File: src/rtl/xbus_pkg.sv
package xbus_pkg;

    typedef enum logic [2:0] {
        ST_IDLE = 3'd0,
        ST_T1A  = 3'd1,
        ST_T1B  = 3'd2,
        ST_T2A  = 3'd3,
        ST_TW   = 3'd4,
        ST_T2B  = 3'd5
    } xbus_state_e;

    // attributes of the cycle in flight, latched at request time
    typedef struct packed {
        logic write;
        logic ext;
        logic upper;
        logic split;
    } xbus_cyc_t;

endpackage

File: src/rtl/xbus_seq.sv
module xbus_seq
    import xbus_pkg::*;
#(
    parameter int ADDR_W = 22,
    parameter int DATA_W = 8,
    parameter int HI_BIT = 21
) (
    input  logic              clk,
    input  logic              rst_n,
    input  logic              req,
    input  logic              req_write,
    input  logic              req_ext,
    input  logic [ADDR_W-1:0] req_addr,
    input  logic [DATA_W-1:0] req_wdata,
    input  logic              ds2_en,
    input  logic              wait_n,
    output xbus_state_e       state_o,
    output xbus_cyc_t         cyc_o,
    output logic [ADDR_W-1:0] addr_o,
    output logic [DATA_W-1:0] wdata_o,
    output logic              rw_n_o,
    output logic              ds_last_o
);

    xbus_state_e state_q, state_d;
    xbus_cyc_t   cyc_q;
    logic        accept;

    assign accept = (state_q == ST_IDLE) && req;

    // last strobe-low clock of the data phase: internal cycles never stretch
    assign ds_last_o = ((state_q == ST_T2A) || (state_q == ST_TW)) &&
                       (!cyc_q.ext || wait_n);

    always_comb begin
        state_d = state_q;
        unique case (state_q)
            ST_IDLE: if (req) state_d = ST_T1A;
            ST_T1A:  state_d = ST_T1B;
            ST_T1B:  state_d = ST_T2A;
            ST_T2A,
            ST_TW:   state_d = ds_last_o ? ST_T2B : ST_TW;
            ST_T2B:  state_d = ST_IDLE;
            default: state_d = ST_IDLE;
        endcase
    end

    always_ff @(posedge clk or negedge rst_n) begin
        if (!rst_n) begin
            state_q <= ST_IDLE;
        end else begin
            state_q <= state_d;
        end
    end

    always_ff @(posedge clk or negedge rst_n) begin
        if (!rst_n) begin
            cyc_q   <= '0;
            addr_o  <= '0;
            wdata_o <= '0;
            rw_n_o  <= 1'b1;
        end else if (accept) begin
            cyc_q.write <= req_write;
            cyc_q.ext   <= req_ext;
            cyc_q.upper <= req_addr[HI_BIT];
            cyc_q.split <= ds2_en;
            addr_o      <= req_addr;
            wdata_o     <= req_wdata;
            rw_n_o      <= !req_write;
        end
    end

    assign state_o = state_q;
    assign cyc_o   = cyc_q;

    assert_rw_held_R2: assert property (@(posedge clk) disable iff (!rst_n)
        !(state_q == ST_IDLE && req) |=> $stable(rw_n_o));

    assert_busy_ignored_R11: assert property (@(posedge clk) disable iff (!rst_n)
        (state_q != ST_IDLE && req) |=> $stable(addr_o));

    assert_wait_extends_R8: assert property (@(posedge clk) disable iff (!rst_n)
        ((state_q == ST_T2A || state_q == ST_TW) && cyc_q.ext && !wait_n)
        |=> (state_q == ST_TW));

    assert_t1_order_R1: assert property (@(posedge clk) disable iff (!rst_n)
        (state_q == ST_T1A) |=> (state_q == ST_T1B));

endmodule

File: src/rtl/xbus_strobe_gen.sv
module xbus_strobe_gen
    import xbus_pkg::*;
(
    input  logic        clk,
    input  logic        rst_n,
    input  xbus_state_e state,
    input  xbus_cyc_t   cyc,
    input  logic        bus_ack,
    input  logic        hiz_sw,
    output logic        as_n,
    output logic        ds_n,
    output logic        ds2_n,
    output logic        dq_oe,
    output logic        ctl_oe
);

    logic ds_phase;
    logic drive_phase;
    logic use_lower;

    always_comb begin
        as_n        = 1'b1;
        ds_phase    = 1'b0;
        drive_phase = 1'b0;
        unique case (state)
            ST_IDLE: ;
            ST_T1A:  as_n = 1'b0;
            ST_T1B:  ;
            ST_T2A,
            ST_TW: begin
                ds_phase    = 1'b1;
                drive_phase = 1'b1;
            end
            ST_T2B:  drive_phase = 1'b1;
            default: ;
        endcase
    end

    assign use_lower = cyc.split && !cyc.upper;
    assign ds_n      = !(ds_phase && cyc.ext && !use_lower);
    assign ds2_n     = !(ds_phase && cyc.ext && use_lower);
    assign ctl_oe    = !(bus_ack || hiz_sw);
    assign dq_oe     = ctl_oe && drive_phase && cyc.ext && cyc.write;

    assert_one_strobe_R6: assert property (@(posedge clk) disable iff (!rst_n)
        !(!ds_n && !ds2_n));

    assert_internal_quiet_R5: assert property (@(posedge clk) disable iff (!rst_n)
        (state != ST_IDLE && !cyc.ext) |-> (ds_n && ds2_n && !dq_oe));

    assert_release_R9: assert property (@(posedge clk) disable iff (!rst_n)
        (bus_ack || hiz_sw) |-> (!ctl_oe && !dq_oe));

    assert_lower_unused_R7: assert property (@(posedge clk) disable iff (!rst_n)
        !cyc.split |-> ds2_n);

endmodule

File: src/rtl/xbus_rdata.sv
module xbus_rdata
    import xbus_pkg::*;
#(
    parameter int DATA_W = 8
) (
    input  logic              clk,
    input  logic              rst_n,
    input  xbus_state_e       state,
    input  logic              ds_last,
    input  logic              rd_cycle,
    input  logic [DATA_W-1:0] dq_in,
    output logic [DATA_W-1:0] rdata,
    output logic              done
);

    always_ff @(posedge clk or negedge rst_n) begin
        if (!rst_n) begin
            rdata <= '0;
            done  <= 1'b0;
        end else begin
            done <= ds_last;
            if (ds_last && rd_cycle) begin
                rdata <= dq_in;
            end
        end
    end

    assert_done_single_R4: assert property (@(posedge clk) disable iff (!rst_n)
        done |=> !done);

    assert_done_in_t2b_R4: assert property (@(posedge clk) disable iff (!rst_n)
        done |-> (state == ST_T2B));

endmodule

File: src/rtl/xbus_strobe_ctrl.sv
module xbus_strobe_ctrl
    import xbus_pkg::*;
#(
    parameter int ADDR_W = 22,
    parameter int DATA_W = 8,
    parameter int HI_BIT = 21
) (
    input  logic              clk,
    input  logic              rst_n,
    input  logic              req,
    input  logic              req_write,
    input  logic              req_ext,
    input  logic [ADDR_W-1:0] req_addr,
    input  logic [DATA_W-1:0] req_wdata,
    input  logic              ds2_en,
    input  logic              wait_n,
    input  logic              bus_ack,
    input  logic              hiz_sw,
    input  logic [DATA_W-1:0] dq_in,
    output logic              done,
    output logic [DATA_W-1:0] rdata,
    output logic [ADDR_W-1:0] addr_out,
    output logic              as_n,
    output logic              ds_n,
    output logic              ds2_n,
    output logic              rw_n,
    output logic              ctl_oe,
    output logic [DATA_W-1:0] dq_out,
    output logic              dq_oe
);

    xbus_state_e state;
    xbus_cyc_t   cyc;
    logic        ds_last;

    xbus_seq #(
        .ADDR_W (ADDR_W),
        .DATA_W (DATA_W),
        .HI_BIT (HI_BIT)
    ) u_seq (
        .clk       (clk),
        .rst_n     (rst_n),
        .req       (req),
        .req_write (req_write),
        .req_ext   (req_ext),
        .req_addr  (req_addr),
        .req_wdata (req_wdata),
        .ds2_en    (ds2_en),
        .wait_n    (wait_n),
        .state_o   (state),
        .cyc_o     (cyc),
        .addr_o    (addr_out),
        .wdata_o   (dq_out),
        .rw_n_o    (rw_n),
        .ds_last_o (ds_last)
    );

    xbus_strobe_gen u_strobe (
        .clk     (clk),
        .rst_n   (rst_n),
        .state   (state),
        .cyc     (cyc),
        .bus_ack (bus_ack),
        .hiz_sw  (hiz_sw),
        .as_n    (as_n),
        .ds_n    (ds_n),
        .ds2_n   (ds2_n),
        .dq_oe   (dq_oe),
        .ctl_oe  (ctl_oe)
    );

    xbus_rdata #(
        .DATA_W (DATA_W)
    ) u_rdata (
        .clk      (clk),
        .rst_n    (rst_n),
        .state    (state),
        .ds_last  (ds_last),
        .rd_cycle (!cyc.write),
        .dq_in    (dq_in),
        .rdata    (rdata),
        .done     (done)
    );

    // address strobe pulse precedes every data strobe by two clocks
    assert_as_leads_ds_R3: assert property (@(posedge clk) disable iff (!rst_n)
        ($fell(ds_n) || $fell(ds2_n)) |-> ($past(as_n, 2) == 1'b0));

    assert_as_single_R1: assert property (@(posedge clk) disable iff (!rst_n)
        !as_n |=> as_n);

endmodule

File: config.mk
export PLATFORM = sky130hd
export DESIGN_NAME = xbus_strobe_ctrl
export DESIGN_NICKNAME = d
export VERILOG_FILES = /design/src/rtl/xbus_pkg.sv /design/src/rtl/xbus_seq.sv /design/src/rtl/xbus_strobe_gen.sv /design/src/rtl/xbus_rdata.sv /design/src/rtl/xbus_strobe_ctrl.sv
export SDC_FILE = /design/constraint.sdc
export NUM_CORES = 1
export LEC_CHECK = 0
export ABC_AREA = 1
export BUFFER_PORTS_ARGS = -buffer_cell sky130_fd_sc_hd__clkbuf_2
export CAP_MARGIN = 30
export CORE_MARGIN = 2
export CORE_UTILIZATION = 43
export CTS_BUF_LIST = sky130_fd_sc_hd__clkbuf_8
export DETAILED_ROUTE_END_ITERATION = 8
export PLACE_DENSITY = 0.74
export RECOVER_POWER = 25
export SYNTH_ARGS = -nofsm -noshare
export SYNTH_HDL_FRONTEND = slang
export SYNTH_HIERARCHICAL = 1
export SYNTH_SLANG_ARGS = --single-unit
export TNS_END_PERCENT = 5
File: constraint.sdc
create_clock -name clk -period 1.75 [get_ports clk]
set_input_delay 0.0875 -clock clk [delete_from_list [all_inputs] [get_ports clk]]
set_output_delay 0.0875 -clock clk [all_outputs]
set_load 0.1 [all_outputs]
==> impl_metrics.json, run 1 <==
{
  "num_antenna_cells": 0,
  "synth.top_cell.area_share_pct": 56.0,
  "tritoncts_num_sinks": 46,
  "fin_worst_hold_slack_ns": 0.0152,
  "start_util_pct": 45.3,
  "max_cap_violations": 0,
  "fmaxAchievable_ghz": 0.611,
  "tritoncts_clock_tree": "built",
  "postSynthRegisterBits": 46,
  "worst_setup_hold_path_clk_slew_ns": 0.08,
  "placed_cells": 360,
  "synth-warning-count": 6,
  "syn_avg_cell_area_um2": 8.94,
  "synth_area_leaders": "dfrtp_1 (56%), nand2_1 (18%), nand3_1 (11%), buf_6 (2.8%), buf_4 (1.9%)",
  "final_setup_margin_ns": 0.115,
  "yosys-mux-area-fraction_pct": 0,
  "timing.final.max_slew_violations": 0,
  "area_growth_syn_to_layout_pct": 28.0,
  "globalRouteOverflowTotal": 0,
  "clock_insertion_delay_worst_skew_ns": 0.29,
  "synth-xor-area-share_pct": 0,
  "drive_above_1_share_pct": 35.0,
  "die-area_um2": 5240,
  "final_cells": 369,
  "max-slew-margin-rel_pct": 23.2,
  "ys_seq_area_share_pct": 57.3,
  "combinational_family_with_the_most_area_after_synthesis": "simple AND/OR/NAND/NOR gates",
  "holdCritStartpoint": "req_wdata[0]",
  "setup_viol": 0,
  "drt_iter0_drc": 121,
  "synth_compound_area_share_pct": 0.871,
  "postCtsSetupRepairBufs": 0,
  "final_area_um2": 2570,
  "vias_in_the_first_global_route": 1712,
  "period_share_pct": 93.5,
  "drt-pass1-iter-count": 4,
  "syn_inst": 225,
  "number_of_nets_produced_by_synthesis": 272,
  "crit_arrival_ns": 1.55,
  "placed_cell_area_um2": 2490,
  "floorplan.core_area_um2": 4440,
  "buffer_ports.inserted": 91,
  "ant_nets": 0,
  "detail_route.wirelength_mm": 4.42,
  "globalRouteTotalUtil_pct": 18.9,
  "globalplace.congestion": 0.740,
  "synth.cell_area_um2": 2010,
  "rsz_0062_raised_after_global_routing": "no",
  "final_net_count": 363,
  "floorplan.die.height_um": 72.4,
  "crit_path_max_fanout": 6,
  "dr_total_vias": 1769,
  "clockRootBuffer": "clkbuf_8",
  "cts_made_buffers": 5,
  "reg2reg_to": "u_rdata/rdata[2]$_DFFE_PN0P_",
  "htreeDepth": 2,
  "max-clock-path-buffers": 2,
  "critPathRequiredTime_ns": 1.66,
  "grt_pass1_wl_mm": 7.78,
  "timing.hold.worst.class": "in2reg",
  "post_synth_num_cell_types": 21,
  "via_per_inst": 4.79,
  "boundaryPins": 92,
  "post-synth-top-area-cell": "dfrtp_1",
  "dieWidth_um": 72.4,
  "row_count": 24,
  "worst_case_register_to_register_setup_slack_ns": 0.30,
  "cp-end-kind": "output pin",
  "grt_antenna_before_repair": 0,
  "fin_worst_skew_ns": 0.00626,
  "regToRegStartpoint": "u_seq/state_o[1]$_DFFE_PN0P_",
  "synthAdderAreaFrac_pct": 0,
  "timing_hold_violations_final": 0,
  "avgRoutedWirePerCell_um": 12.0,
  "worst_slew_pin_slew_ns": 1.16,
  "detailedPlace.worstSlack_ns": 0.318,
  "run_status": "finished, final reports clean",
  "detail_route.drc_violations": 0,
  "worst_reg_to_reg_path_cell_count": 7,
  "dpl.hpwl_mm": 3.10,
  "largest_net_degree_at_the_start_of_global_routing": 36,
  "timing.hold.worst_endpoint": "u_seq/wdata_o[0]$_DFFE_PN0P_",
  "post-route-min-period_ns": 1.64,
  "synth_simple_gate_area_share_pct": 35.2,
  "crit_type": "reg2out",
  "setup.worst_path.start_class": "register",
  "hold_path_depth": 3
}
## routing by layer
metal | GRT usage, % | wire, um
met1 | 23.4 | 1950
met2 | 33.1 | 2170
met3 | 3.61 | 236
met4 | 6.38 | 68
met5 | 0 | 0
## cell usage in the layout (no fill, tap or decap), types with 2 or more instances in the layout
cell type	count
nand2_1	95
clkbuf_2	88
dfrtp_1	44
nand3_1	43
inv_1	9
nor2_1	6
clkbuf_8	5
nor2_4	3
clkbuf_1	2
buf_12	2
buf_4	2
inv_2	2
nand4_1	2
nand2_2	2
## worst max path at each step
stage,startpoint,to,cells after the start
global placement,u_seq/state_o[1]$_DFFE_PN0P_,u_rdata/rdata[1]$_DFFE_PN0P_,7
floorplan,u_seq/addr_o[21]$_DFFE_PN0P_,ds2_n,3
finish,u_seq/state_o[2]$_DFFE_PN0P_,dq_oe,6
detailed placement,u_seq/state_o[1]$_DFFE_PN0P_,u_rdata/rdata[3]$_DFFE_PN0P_,7
global route,u_seq/state_o[2]$_DFFE_PN0P_,dq_oe,6
CTS,u_seq/state_o[2]$_DFFE_PN0P_,dq_oe,6
## critical path: stages, from the launching register on
cell	delay [ns]
dfrtp_1	0.47
inv_2	0.12
nand2_1	0.06
nand2_1	0.08
nand2_2	0.05
nor2_2	0.06
buf_2	0.42
## cell usage after synthesis (all sizes together)
master  count
nand2      99
dfrtp      45
nand3      44
buf        12
nor2       10
inv         8
nand4       2
a21boi      1
a21oi       1
dfstp       1
nand3b      1
o21ai       1
## kinds of logic after synthesis
family          count (synthesis)
compound gates                  3
simple gates                  156
flops                          46
buf+inv                        20
## state kept, by name, indices dropped and copies added, names as in the netlist
name,cells
u_seq/state_o,3
u_rdata/rdata,8
u_seq/cyc_o,3
u_seq/wdata_o,8
u_rdata/done,1
u_seq/rw_n_o,1
u_seq/addr_o,22
## what timing repair did
| action | CTS | global route |
|---|---|---|
| hold endpoints to repair | 19 | 0 |
| setup endpoints to repair | 0 | 1 |
| gates resized for setup | 0 | 1 |
| hold buffers | 1 | 0 |
## layout make-up
type,instances,area (um2)
clock buffers,5,68.8
clock inverters,3,11.3
fillers,430,1870
inverters,8,30.0
multi-input cells,159,726
flip-flops and latches,46,1160
well taps,52,65.1
repair buffers,96,518
## stage by stage
| step | util, % | TNS, ns |
|---|---|---|
| after CTS | 58.0 | 0 |
| after detailed placement | 56.0 | 0 |
| after global routing | 57.9 | 0 |
| final | 57.9 | 0 |
| after floorplan | - | -0.134 |
| after global placement | 56.0 | 0 |
Power of run 1 is not shown: default switching activity piles up to over one toggle a cycle in this logic, so the estimate is an artifact.
==> run 2: changes to the inputs <==
--- a/config.mk
+++ b/config.mk
@@ -10,7 +10,9 @@
 export CAP_MARGIN = 30
+export CELL_PAD_IN_SITES_DETAIL_PLACEMENT = 1
+export CELL_PAD_IN_SITES_GLOBAL_PLACEMENT = 2
 export CORE_MARGIN = 2
-export CORE_UTILIZATION = 43
+export CORE_UTILIZATION = 27
 export CTS_BUF_LIST = sky130_fd_sc_hd__clkbuf_8
 export DETAILED_ROUTE_END_ITERATION = 8
-export PLACE_DENSITY = 0.74
+export PLACE_DENSITY_LB_ADDON = 0.1
 export RECOVER_POWER = 25
--- a/constraint.sdc
+++ b/constraint.sdc
@@ -3,2 +3,2 @@
 set_output_delay 0.0875 -clock clk [all_outputs]
-set_load 0.1 [all_outputs]
+set_load 0.01 [all_outputs]
==> impl_metrics.json, run 2 (synthesis results as in run 1) <==
{
  "vias_in_the_first_global_route": 1882,
  "dpl.hpwl_mm": 3.81,
  "tritoncts_clock_tree": "built",
  "clock_insertion_delay_worst_skew_ns": 0.30,
  "die-area_um2": 8160,
  "area_growth_syn_to_layout_pct": 33.0,
  "clockRootBuffer": "clkbuf_8",
  "timing_hold_violations_final": 0,
  "internal_power_mw": 2.77,
  "worst_slew_pin_slew_ns": 0.720,
  "registers_with_the_most_flip_flops": "u_seq/addr_o x22, u_rdata/rdata x8, u_seq/wdata_o x8",
  "placed_cell_area_um2": 2540,
  "max_stage_delay_cell_worst_path": "dfrtp_1",
  "buffer_ports.inserted": 91,
  "timing.hold.worst.class": "in2reg",
  "regMostFlops": "u_seq/addr_o",
  "detail_route.wirelength_mm": 5.34,
  "floorplan.core_area_um2": 7250,
  "share_comb_of_total_power_pct": 43.4,
  "post-route-min-period_ns": 1.49,
  "boundaryPins": 92,
  "max-vdd-ir-drop_mv": 0.462,
  "ant_nets": 0,
  "detail_route.drc_violations": 0,
  "max-clock-path-buffers": 2,
  "power-per-cell-area_nw_per_um2": 1780,
  "p_sw_share_pct": 41.7,
  "cpPeakStageDelay_ns": 0.50,
  "crit_type": "reg2reg",
  "setup_viol": 0,
  "row_count": 31,
  "period_share_pct": 85.4,
  "postCtsSetupRepairBufs": 0,
  "max_cap_violations": 0,
  "cts_made_buffers": 5,
  "globalRouteTotalUtil_pct": 14.3,
  "globalplace.congestion": 0.728,
  "p_leak_nw": 1.51,
  "max-slew-margin-rel_pct": 52.0,
  "setup.worst_path.start_class": "register",
  "final_common_cell": "nand2_1",
  "setup_tns_final_ns": 0,
  "critPathRequiredTime_ns": 1.94,
  "clock_network_power_share_pct": 16.3,
  "power.switching_mw": 1.98,
  "run_status": "finished, final reports clean",
  "cp_cell_sequence": "nor2_1 > nand2_1 > a21boi_1 > buf_4 > nand2_8 > nand2_1 > nand2_1",
  "largest_register_ff_count": 22,
  "globalRouteOverflowTotal": 0,
  "via_per_inst": 4.25,
  "avgRoutedWirePerCell_um": 12.7,
  "report.power.total_mw": 4.76,
  "drt_iter0_drc": 70,
  "crit_path_max_fanout": 10,
  "largest_net_degree_at_the_start_of_global_routing": 36,
  "htreeDepth": 2,
  "final_net_count": 367,
  "start_util_pct": 27.7,
  "worst_setup_hold_path_clk_slew_ns": 0.09,
  "fmaxAchievable_ghz": 0.669,
  "rsz_0062_raised_after_global_routing": "no",
  "leading_cell_types_in_the_layout_fill_and_taps_excluded": "nand2_1 (95), clkbuf_2 (90), dfrtp_1 (45)",
  "fin_worst_skew_ns": 0.00761,
  "dieWidth_um": 90.3,
  "timing.final.max_slew_violations": 0,
  "cp-end-kind": "register",
  "dr_total_vias": 1786,
  "critPathMostFrequentCell": "nand2_1",
  "grt_antenna_before_repair": 0,
  "final_area_um2": 2680,
  "drt-pass1-iter-count": 3,
  "crit_arrival_ns": 1.68,
  "seq_power_share_pct": 40.3,
  "tritoncts_num_sinks": 46,
  "drive_above_1_share_pct": 34.6,
  "grt_pass1_wl_mm": 9.29,
  "num_antenna_cells": 0,
  "floorplan.die.height_um": 90.3
}
==> run 2: cell count changes in the layout (fill, tap and decap cells not counted) <==
cell,delta
dlygate4sd3_1,+3
bufinv_16,+1
inv_1,-1
dfrtp_1,+1
buf_2,-1
clkbuf_1,+1
clkbuf_2,+2
buf_12,-1
dfrtp_4,-1
==> run 2: power groups by stage <==
stage          logic, mW  registers [mW]  clock network [mW]
3_5_place_dp        2.11            1.95                   0
4_1_cts             2.13            1.93               0.810
3_3_place_gp        2.09            1.94                   0
2_1_floorplan       1.17            2.10                   0
6_report            2.06            1.92               0.774
5_1_grt             2.34            2.02               0.851
==> run 2: worst max-delay path: cells and delay by family (launching register included) <==
family / cells / cell delay, ns
buffers and inverters: 1 / 0.21
flip-flops: 1 / 0.50
AND/OR/NAND/NOR: 5 / 0.54
AO/OA/AOI/OAI: 1 / 0.14
==> run 2: repair_timing <==
action,4_1_cts,5_1_grt
resized for setup,0,0
endpoints found under the hold margin,14,0
hold buffers,4,0
==> run 2: worst paths after layout <==
check,from,endpoint,slack [ns],cells after the start
max,u_seq/state_o[1]$_DFFE_PN0P_,u_rdata/rdata[7]$_DFFE_PN0P_,0.26,7
min reg2reg,u_rdata/rdata[0]$_DFFE_PN0P_,u_rdata/rdata[0]$_DFFE_PN0P_,0.47,2
min in group asynchronous,rst_n,u_seq/addr_o[17]$_DFFE_PN0P_,0.35,2
min,req_addr[13],u_seq/addr_o[13]$_DFFE_PN0P_,0.008,3
max reg2reg,u_seq/state_o[1]$_DFFE_PN0P_,u_rdata/rdata[7]$_DFFE_PN0P_,0.26,7
max in group asynchronous,rst_n,u_rdata/rdata[6]$_DFFE_PN0P_,0.48,3
==> run 2: layer usage <==
metal	wire length, um	share of wire (%)	global-route usage, %
met2	2520	47	22.9
met5	0	0	0
met1	2380	44	18.4
met4	73	1.4	4.62
met3	371	6.9	4.42
==> run 2: area by class of cell <==
cell class                      instances  area [um2]
Timing Repair Buffer                  100         537
Tap cell                               99         124
Inverter                                8        30.0
Clock buffer                            5        68.8
Sequential cell                        46        1150
Clock inverter                          3        37.5
Multi-Input combinational cell        159         726
Fill cell                             891        4580
==> run 2: per-stage QoR <==
step           cells  setup slack, ns  hold slack (ns)  utilization (%)
2_1_floorplan    225            0.350           -0.208                -
3_3_place_gp     408            0.330           0.0152             35.0
3_5_place_dp     408            0.282           0.0135             35.0
4_1_cts          420            0.234         0.000772             37.0
5_1_grt          420            0.128          0.00259             36.9
6_report         420            0.256          0.00849             36.9
Note: power is estimated with default switching activity, not from simulation.
